==> src/rtl/async_tx_pkg.sv <==
package async_tx_pkg;

  typedef enum logic [2:0] {
    TXS_IDLE,
    TXS_START,
    TXS_DATA,
    TXS_PARITY,
    TXS_STOP1,
    TXS_STOP2
  } txs_e;

  typedef struct packed {
    logic par_en;
    logic par_odd;
    logic two_stop;
  } frame_cfg_t;

endpackage

==> src/rtl/atx_holding.sv <==
module atx_holding #(
  parameter int DATA_W = 8
) (
  input  logic              clk,
  input  logic              rst,
  input  logic              cpu_wr,
  input  logic [DATA_W-1:0] cpu_wdata,
  input  logic              dma_wr,
  input  logic [DATA_W-1:0] dma_wdata,
  input  logic              st_rd,
  input  logic              st_wr,
  input  logic              st_wr_empty,
  input  logic              take,
  output logic [DATA_W-1:0] hold_data,
  output logic              hold_valid,
  output logic              empty_flag,
  output logic              sw_release
);

  logic              empty_q;
  logic              armed_q;
  logic [DATA_W-1:0] data_q;

  // software release: write of 0 after a read that saw the flag set
  assign sw_release = st_wr && !st_wr_empty && armed_q && empty_q;

  always_ff @(posedge clk) begin
    if (rst) begin
      empty_q <= 1'b1;
      armed_q <= 1'b0;
      data_q  <= '0;
    end else begin
      if (dma_wr) begin
        data_q <= dma_wdata;
      end else if (cpu_wr) begin
        data_q <= cpu_wdata;
      end

      // a DMA load always leaves a valid byte, even if the old one
      // is being taken on the same edge
      if (dma_wr) begin
        empty_q <= 1'b0;
      end else if (take) begin
        empty_q <= 1'b1;
      end else if (sw_release) begin
        empty_q <= 1'b0;
      end

      if (st_wr) begin
        armed_q <= 1'b0;
      end else if (st_rd && empty_q) begin
        armed_q <= 1'b1;
      end
    end
  end

  assign hold_data  = data_q;
  assign hold_valid = !empty_q;
  assign empty_flag = empty_q;

endmodule

==> src/rtl/atx_serializer.sv <==
module atx_serializer
  import async_tx_pkg::*;
#(
  parameter int DATA_W = 8
) (
  input  logic              clk,
  input  logic              rst,
  input  logic              tx_en,
  input  logic              baud_tick,
  input  frame_cfg_t        cfg,
  input  logic              hold_valid,
  input  logic [DATA_W-1:0] hold_data,
  output logic              take,
  output logic              idle_set,
  output logic              txd
);

  localparam int CNT_W = (DATA_W > 1) ? $clog2(DATA_W) : 1;
  localparam logic [CNT_W-1:0] LAST_BIT = CNT_W'(DATA_W - 1);

  txs_e              state_q;
  logic [CNT_W-1:0]  cnt_q;
  logic [DATA_W-1:0] shreg_q;
  logic              pbit_q;
  logic              txd_q;

  logic finishing;
  logic slot_free;

  assign finishing = ((state_q == TXS_STOP1) && !cfg.two_stop) || (state_q == TXS_STOP2);
  assign slot_free = (state_q == TXS_IDLE) || finishing;
  assign take      = tx_en && baud_tick && slot_free && hold_valid;
  assign idle_set  = tx_en && baud_tick && finishing && !hold_valid;

  always_ff @(posedge clk) begin
    if (rst || !tx_en) begin
      state_q <= TXS_IDLE;
      cnt_q   <= '0;
      shreg_q <= '0;
      pbit_q  <= 1'b0;
      txd_q   <= 1'b1;
    end else if (baud_tick) begin
      if (take) begin
        shreg_q <= hold_data;
        pbit_q  <= (^hold_data) ^ cfg.par_odd;
        txd_q   <= 1'b0;
        state_q <= TXS_START;
      end else begin
        unique case (state_q)
          TXS_IDLE: begin
            txd_q <= 1'b1;
          end
          TXS_START: begin
            txd_q   <= shreg_q[0];
            shreg_q <= shreg_q >> 1;
            cnt_q   <= '0;
            state_q <= TXS_DATA;
          end
          TXS_DATA: begin
            if (cnt_q == LAST_BIT) begin
              if (cfg.par_en) begin
                txd_q   <= pbit_q;
                state_q <= TXS_PARITY;
              end else begin
                txd_q   <= 1'b1;
                state_q <= TXS_STOP1;
              end
            end else begin
              txd_q   <= shreg_q[0];
              shreg_q <= shreg_q >> 1;
              cnt_q   <= cnt_q + 1'b1;
            end
          end
          TXS_PARITY: begin
            txd_q   <= 1'b1;
            state_q <= TXS_STOP1;
          end
          TXS_STOP1: begin
            txd_q   <= 1'b1;
            state_q <= cfg.two_stop ? TXS_STOP2 : TXS_IDLE;
          end
          TXS_STOP2: begin
            txd_q   <= 1'b1;
            state_q <= TXS_IDLE;
          end
          default: begin
            txd_q   <= 1'b1;
            state_q <= TXS_IDLE;
          end
        endcase
      end
    end
  end

  assign txd = txd_q;

endmodule

==> src/rtl/atx_end_status.sv <==
module atx_end_status (
  input  logic clk,
  input  logic rst,
  input  logic tx_en,
  input  logic idle_set,
  input  logic dma_wr,
  input  logic sw_release,
  output logic end_flag
);

  logic end_q;

  always_ff @(posedge clk) begin
    if (rst || !tx_en) begin
      end_q <= 1'b1;
    end else if (dma_wr || sw_release) begin
      end_q <= 1'b0;
    end else if (idle_set) begin
      end_q <= 1'b1;
    end
  end

  assign end_flag = end_q;

endmodule

==> src/rtl/async_tx_endflag.sv <==
module async_tx_endflag
  import async_tx_pkg::*;
#(
  parameter int DATA_W = 8
) (
  input  logic              clk,
  input  logic              rst,
  input  logic              tx_en,
  input  logic              baud_tick,
  input  logic              par_en,
  input  logic              par_odd,
  input  logic              two_stop,
  input  logic              cpu_wr,
  input  logic [DATA_W-1:0] cpu_wdata,
  input  logic              dma_wr,
  input  logic [DATA_W-1:0] dma_wdata,
  input  logic              st_rd,
  input  logic              st_wr,
  input  logic              st_wr_empty,
  output logic              txd,
  output logic              tdr_empty,
  output logic              tx_end
);

  frame_cfg_t        cfg;
  logic [DATA_W-1:0] hold_data;
  logic              hold_valid;
  logic              take;
  logic              idle_set;
  logic              sw_release;

  assign cfg = '{par_en: par_en, par_odd: par_odd, two_stop: two_stop};

  atx_holding #(.DATA_W(DATA_W)) u_hold (
    .clk        (clk),
    .rst        (rst),
    .cpu_wr     (cpu_wr),
    .cpu_wdata  (cpu_wdata),
    .dma_wr     (dma_wr),
    .dma_wdata  (dma_wdata),
    .st_rd      (st_rd),
    .st_wr      (st_wr),
    .st_wr_empty(st_wr_empty),
    .take       (take),
    .hold_data  (hold_data),
    .hold_valid (hold_valid),
    .empty_flag (tdr_empty),
    .sw_release (sw_release)
  );

  atx_serializer #(.DATA_W(DATA_W)) u_ser (
    .clk       (clk),
    .rst       (rst),
    .tx_en     (tx_en),
    .baud_tick (baud_tick),
    .cfg       (cfg),
    .hold_valid(hold_valid),
    .hold_data (hold_data),
    .take      (take),
    .idle_set  (idle_set),
    .txd       (txd)
  );

  atx_end_status u_end (
    .clk       (clk),
    .rst       (rst),
    .tx_en     (tx_en),
    .idle_set  (idle_set),
    .dma_wr    (dma_wr),
    .sw_release(sw_release),
    .end_flag  (tx_end)
  );

endmodule

==> config.mk <==
export PLATFORM = sky130hd
export DESIGN_NAME = async_tx_endflag
export DESIGN_NICKNAME = d
export VERILOG_FILES = /design/src/rtl/async_tx_pkg.sv /design/src/rtl/atx_holding.sv /design/src/rtl/atx_serializer.sv /design/src/rtl/atx_end_status.sv /design/src/rtl/async_tx_endflag.sv
export SDC_FILE = /design/constraint.sdc
export NUM_CORES = 1
export LEC_CHECK = 0
export ABC_AREA = 1
export ABC_CLOCK_PERIOD_IN_PS = 2290
export CORE_AREA = 2 2 73 61
export CTS_BUF_LIST = sky130_fd_sc_hd__clkbuf_4 sky130_fd_sc_hd__clkbuf_8 sky130_fd_sc_hd__clkbuf_16
export CTS_CLUSTER_SIZE = 24
export DETAILED_ROUTE_END_ITERATION = 8
export DIE_AREA = 0 0 75 63
export PLACE_DENSITY = 0.65
export SLEW_MARGIN = 5
export SYNTH_ARGS = -nofsm -noshare
export SYNTH_HDL_FRONTEND = slang
export SYNTH_SLANG_ARGS = --single-unit
==> constraint.sdc <==
create_clock -name clk -period 2.29 [get_ports clk]
set_input_delay 0.458 -clock clk [delete_from_list [all_inputs] [get_ports clk]]
set_output_delay 0.458 -clock clk [all_outputs]
set_load 0.03 [all_outputs]
## After elaboration in Yosys (flattened, before gate mapping)

Index checks and enable logic that the tools add are counted.

| word-level totals | value |
|---|---|
| flip-flop bits (word level) | 27 |
| input bits | 28 |
| output and inout bits | 3 |
| word-level logic and storage cells | 73 |

| operators by class | value |
|---|---|
| $add $sub $neg | 1 |
| eq/ne operators | 10 |
| muxes and demuxes | 21 |
| bitwise gates (word level) | 2 |
| reduce and logical (&&, ||, !) cells | 30 |

Operator list:

| kind | number |
|---|---|
| $mux W8 | 4 |
| $pmux W8 S2 | 1 |
| $mux W3 | 5 |
| $pmux W3 S5 | 1 |
| $logic_and A1 B1 Y1 | 10 |
| $eq A3 B3 Y1 const B | 3 |
| $mux W1 | 8 |
| $reduce_xor A8 Y1 | 1 |
| $eq A3 B2 Y1 const B | 2 |
| $pmux W3 S2 | 1 |
| $reduce_and A3 Y1 | 2 |
| $reduce_bool A2 Y1 | 3 |
| $reduce_bool A3 Y1 | 2 |
| $logic_not A1 Y1 | 4 |
| $logic_or A1 B1 Y1 | 4 |
| $ne A2 B2 Y1 const B | 2 |
| $reduce_and A4 Y1 | 1 |
| $add A3 B1 Y3 const B | 1 |
| $eq A3 B1 Y1 const B | 1 |
| $logic_not A3 Y1 | 1 |
| $ne A3 B2 Y1 const B | 1 |
| $ne A3 B3 Y1 const B | 1 |
| $pmux W1 S2 | 1 |
| $reduce_and A2 Y1 | 1 |
| other kinds (3) | 3 |

## Longest topological paths before layout

| logic depth | value |
|---|---|
| word-level depth | 8 |
| mapped depth | 10 |

## Hierarchy

From an unflattened synthesis, not the netlist that was laid out.

| second synthesis, totals | value |
|---|---|
| cell total of the unflattened synthesis | 257 |
| area, all modules | 1660.3 um^2 |

By module, submodules not included:

| module | instances | cells each | area an instance (um^2) |
|---|---|---|---|
| atx_serializer | 1 | 171 | 1106.1 |
| atx_holding | 1 | 77 | 504.2 |
| atx_end_status | 1 | 9 | 50.0 |

## Worst setup path before layout

Ideal clock, no wire load.

| timing | value |
|---|---|
| path kind | input to register |
| start | input baud_tick |
| end | register u_ser.shreg_q[6] |
| library setup time | 132 ps |
| data arrival time | 1203 ps |
| path slack | 955 ps |
| stages on the path | 8 |
| buffers on the path | 2 |
| cells stage by stage | buf_4 nand2_2 nor2_4 nand2_4 buf_6 nor2_1 a21oi_1 a21oi_1 |

| on the way | value |
|---|---|
| word-level cells in the longest chain between the ends | 5 |

RTL lines:

| element | RTL line | source |
|---|---|---|
| start, declared | async_tx_endflag.sv:9 | `input logic baud_tick,` |
| $logic_and A1 B1 Y1 (3 in series) | atx_serializer.sv:32 | `assign take = tx_en && baud_tick && slot_free && hold_valid;` |
| $ne A3 B3 Y1 (no source line) or $reduce_bool A3 Y1 (tied branches) | n/a |  |
| $reduce_and A3 Y1 (no source line) | n/a |  |
| end signal, assigned | atx_serializer.sv:44 | `shreg_q <= hold_data;` |
| end signal, assigned | atx_serializer.sv:55 | `shreg_q <= shreg_q >> 1;` |
| end signal, assigned | atx_serializer.sv:70 | `shreg_q <= shreg_q >> 1;` |
| end, declared | atx_serializer.sv:23 | `logic [DATA_W-1:0] shreg_q;` |

Several ways; a longest one is shown, not always the timed one.
A chain may end at the register's enable or synchronous reset.

## Worst setup path in the final report

| timing | value |
|---|---|
| start | register u_hold.empty_q (netlist: u_hold.empty_flag) |
| end | output tdr_empty |

RTL lines:

| element | RTL line | source |
|---|---|---|
| start, declared | atx_holding.sv:20 | `logic empty_q;` |
| start signal, assigned | atx_holding.sv:29 | `empty_q <= 1'b1;` |
| start signal, assigned | atx_holding.sv:42 | `empty_q <= 1'b0;` |
| start signal, assigned | atx_holding.sv:44 | `empty_q <= 1'b1;` |
| end, declared | async_tx_endflag.sv:21 | `output logic tdr_empty,` |

No word-level cell between the ends.

==> results.sh <==
export IMPL_status="complete, no violations"
export IMPL_period_needed_ns=1.90
export IMPL_critPathKind="flop to output pin"
export IMPL_setup_viol=0
export IMPL_timing_rr_start="u_ser.cnt_q[0]"
export IMPL_comb_power_share=0.187
export IMPL_slew_headroom=0.794
export IMPL_grt_ovfl_total=0
export IMPL_ys_warn_count=0
export IMPL_nNetsFinal=294
export IMPL_ir_drop_v=0.000296
export IMPL_p_int_uw=693
export IMPL_finalMaxSlewViolations=0
export IMPL_antenna_left=0
export IMPL_startpoint_type="flop"
export IMPL_hold_buffers=0
export IMPL_crit_chain="clkdlybuf4s50_1"
export IMPL_clock_skew_ns=0.0100
export IMPL_min_path_type="flop to flop"
export IMPL_switchingPower_uw=258
export IMPL_ctsResizeCount=0
export IMPL_hold_violations=0
export IMPL_worst_path_max_delay_cell="clkdlybuf4s50_1"
export IMPL_ys_seq_area_frac=0.350
export IMPL_clk_pin_slew_ns=0.10
export IMPL_slowest_delay_ns=0.71
export IMPL_htreeDepth=1
export IMPL_fin_crit_sh=0.828
export IMPL_dieArea_mm2=0.00473
export IMPL_tightest_slew_ns=0.308
export IMPL_whs_ns=0.471
export IMPL_p_sw_frac=0.271
export IMPL_syn_cell_area_mm2=0.00154
export IMPL_core_area_mm2=0.00402
export IMPL_grt_pass1_vias=1269
export IMPL_drive_above_1_share=0.118
export IMPL_grt_usage=0.151
export IMPL_io_buffers=30
export IMPL_die_y_um=63
export IMPL_cts_max_path_buffers=2
export IMPL_drt_initial_drc_count=92
export IMPL_ys_ff_latch=27
export IMPL_ios=31
export IMPL_cp_required_ns=1.83
export IMPL_drt_wirelength_per_cell_um=10.3
export IMPL_syn_inst=230
export IMPL_synth_largest_area_cell="dfxtp_1"
export IMPL_firstDrtPassIters=4
export IMPL_critical_path_arrival_ns=1.44
export IMPL_syn_avg_cell_area_um2=6.71
export IMPL_route_detailed_drc=0
export IMPL_die_w_um=75
export IMPL_cts_root_buf="clkbuf_8"
export IMPL_grt_max_degree=19
export IMPL_ff2ff_setup_slack_ns=0.86
export IMPL_cts_buffers=3
export IMPL_crit_fanout=6
export IMPL_cts_tree="built"
export IMPL_rr_worst_depth=7
export IMPL_cts_sinks=27
export IMPL_postLayoutCoreUtil=0.488
export IMPL_yosysUniqueCellTypes=26
export IMPL_drv_cap=0
export IMPL_path_depth=1
export IMPL_cts_setup_buffers=0
export IMPL_clkPwrFrac=0.292
export IMPL_cp_num_buf_inv=1
export IMPL_drt_total_wl_mm=3.31
export IMPL_power_frac_seq=0.521
export IMPL_grt_first_pass_wirelength_mm=5.57
export IMPL_finalPower_uw=951
export IMPL_viasPerCell=4.56
export IMPL_gp_congestion=0.822
export IMPL_dp_hpwl_mm=2.53
export IMPL_crit_end="tdr_empty"
export IMPL_rows=21
export IMPL_reg2reg_to="u_ser.state_q[0]"
export IMPL_mostFrequentLayoutCell="nand2_1"
export IMPL_power_per_cell_area_mw_per_mm2=485
export IMPL_fmax_mhz=528
export IMPL_syn_num_nets=260
export IMPL_yosysTopAreaCellShare=0.350
export IMPL_clkLatencyLatePin_ns=0.28
export IMPL_setup_worst_path_start="u_hold.empty_flag"
export IMPL_area_delta_synth_final_pct=27.1
export IMPL_dr_total_vias=1460
export IMPL_antenna_cells=0
export IMPL_rsz0062_at_grt="no"
export IMPL_antenna_found_initial=0
export IMPL_setup_tns_ns=0
export IMPL_power_leakage_uw=0.000867
export IMPL_synth_area_leaders="dfxtp_1, nand2_1, inv_1"
export IMPL_start_util=0.384
export IMPL_worstSetupEndpointType="output pin"
export IMPL_final_cell_mix="nand2_1, clkdlybuf4s50_1, inv_1"
export IMPL_path_delay_family="buffers and inverters"
Yosys cell counts:
cell type / instances
inv_2: 5
ha_1: 2
inv_4: 1
clkbuf_1: 3
xor2_1: 2
o211a_1: 1
o21ai_0: 8
nand2_1: 83
nand3_1: 12
nor3b_1: 1
nand2_4: 3
a211oi_1: 1
nor2_4: 2
o21ai_2: 4
buf_4: 1
xnor2_1: 2
dfxtp_1: 27
inv_1: 29
nand3_2: 3
a21oi_2: 1
buf_6: 1
nor3_1: 3
a21oi_1: 17
nor2_1: 5
nand2_2: 4
o211ai_1: 9
metrics by stage:
step	instances	setup slack [ns]	cell area [um^2]
6_report	320	0.395	1960
5_1_grt	320	0.311	1960
4_1_cts	320	0.376	1960
3_5_place_dp	316	0.457	1910
3_3_place_gp	316	0.485	1910
2_1_floorplan	230	0.955	1540
logic make-up after synthesis:
logic type,Yosys count,share of synthesized area
and+or+nand+nor,116,0.340
AOI/OAI and AO/OA,41,0.165
buffers and inverters,40,0.106
DFF,27,0.350
xor gates and xnor gates,4,0.0227
adders and majority gates,2,0.0162
flip-flops by register name (all words and copies together), names as in the netlist:
name               cells
u_hold.hold_data       8
u_ser.shreg_q          8
u_ser.cnt_q            3
u_ser.state_q          3
u_end.end_flag         1
u_hold.armed_q         1
u_hold.empty_flag      1
u_ser.pbit_q           1
u_ser.txd              1
worst min path at each step:
stage                startpoint          endpoint  slack [ns]  cells after the start
2_1_floorplan  u_ser.shreg_q[7]  u_ser.shreg_q[7]        0.44                      2
3_3_place_gp          u_ser.txd         u_ser.txd        0.45                      2
3_5_place_dp   u_ser.shreg_q[6]  u_ser.shreg_q[6]        0.46                      2
4_1_cts        u_ser.shreg_q[6]  u_ser.shreg_q[6]        0.47                      2
5_1_grt        u_ser.shreg_q[7]  u_ser.shreg_q[7]        0.50                      2
6_report       u_ser.shreg_q[0]  u_ser.shreg_q[0]        0.47                      2
cell type report:
cell class,count,area [um^2]
Multi-Input combinational cell,163,838
Inverter,35,134
Tap cell,57,71.3
Clock buffer,3,41.3
Fill cell,415,2060
Sequential cell,27,541
Timing Repair Buffer,34,330
Clock inverter,1,5.00
metal layers:
metal / up-vias / GRT usage / wire length (um)
met3: 2 / 0.0435 / 142
met1: 635 / 0.210 / 1760
met4: 0 / 0.0335 / 22
li1: 798 / - / -
met2: 25 / 0.228 / 1380
met5: - / 0 / 0
power groups by stage:
| stage | logic [uW] | registers (uW) | clock network, uW |
|---|---|---|---|
| floorplan | 97.4 | 510 | 0 |
| global placement | 178 | 506 | 0 |
| detailed placement | 179 | 507 | 0 |
| CTS | 180 | 496 | 288 |
| global route | 199 | 498 | 310 |
| finish | 178 | 496 | 278 |
Power figures use the tool's default switching activity.
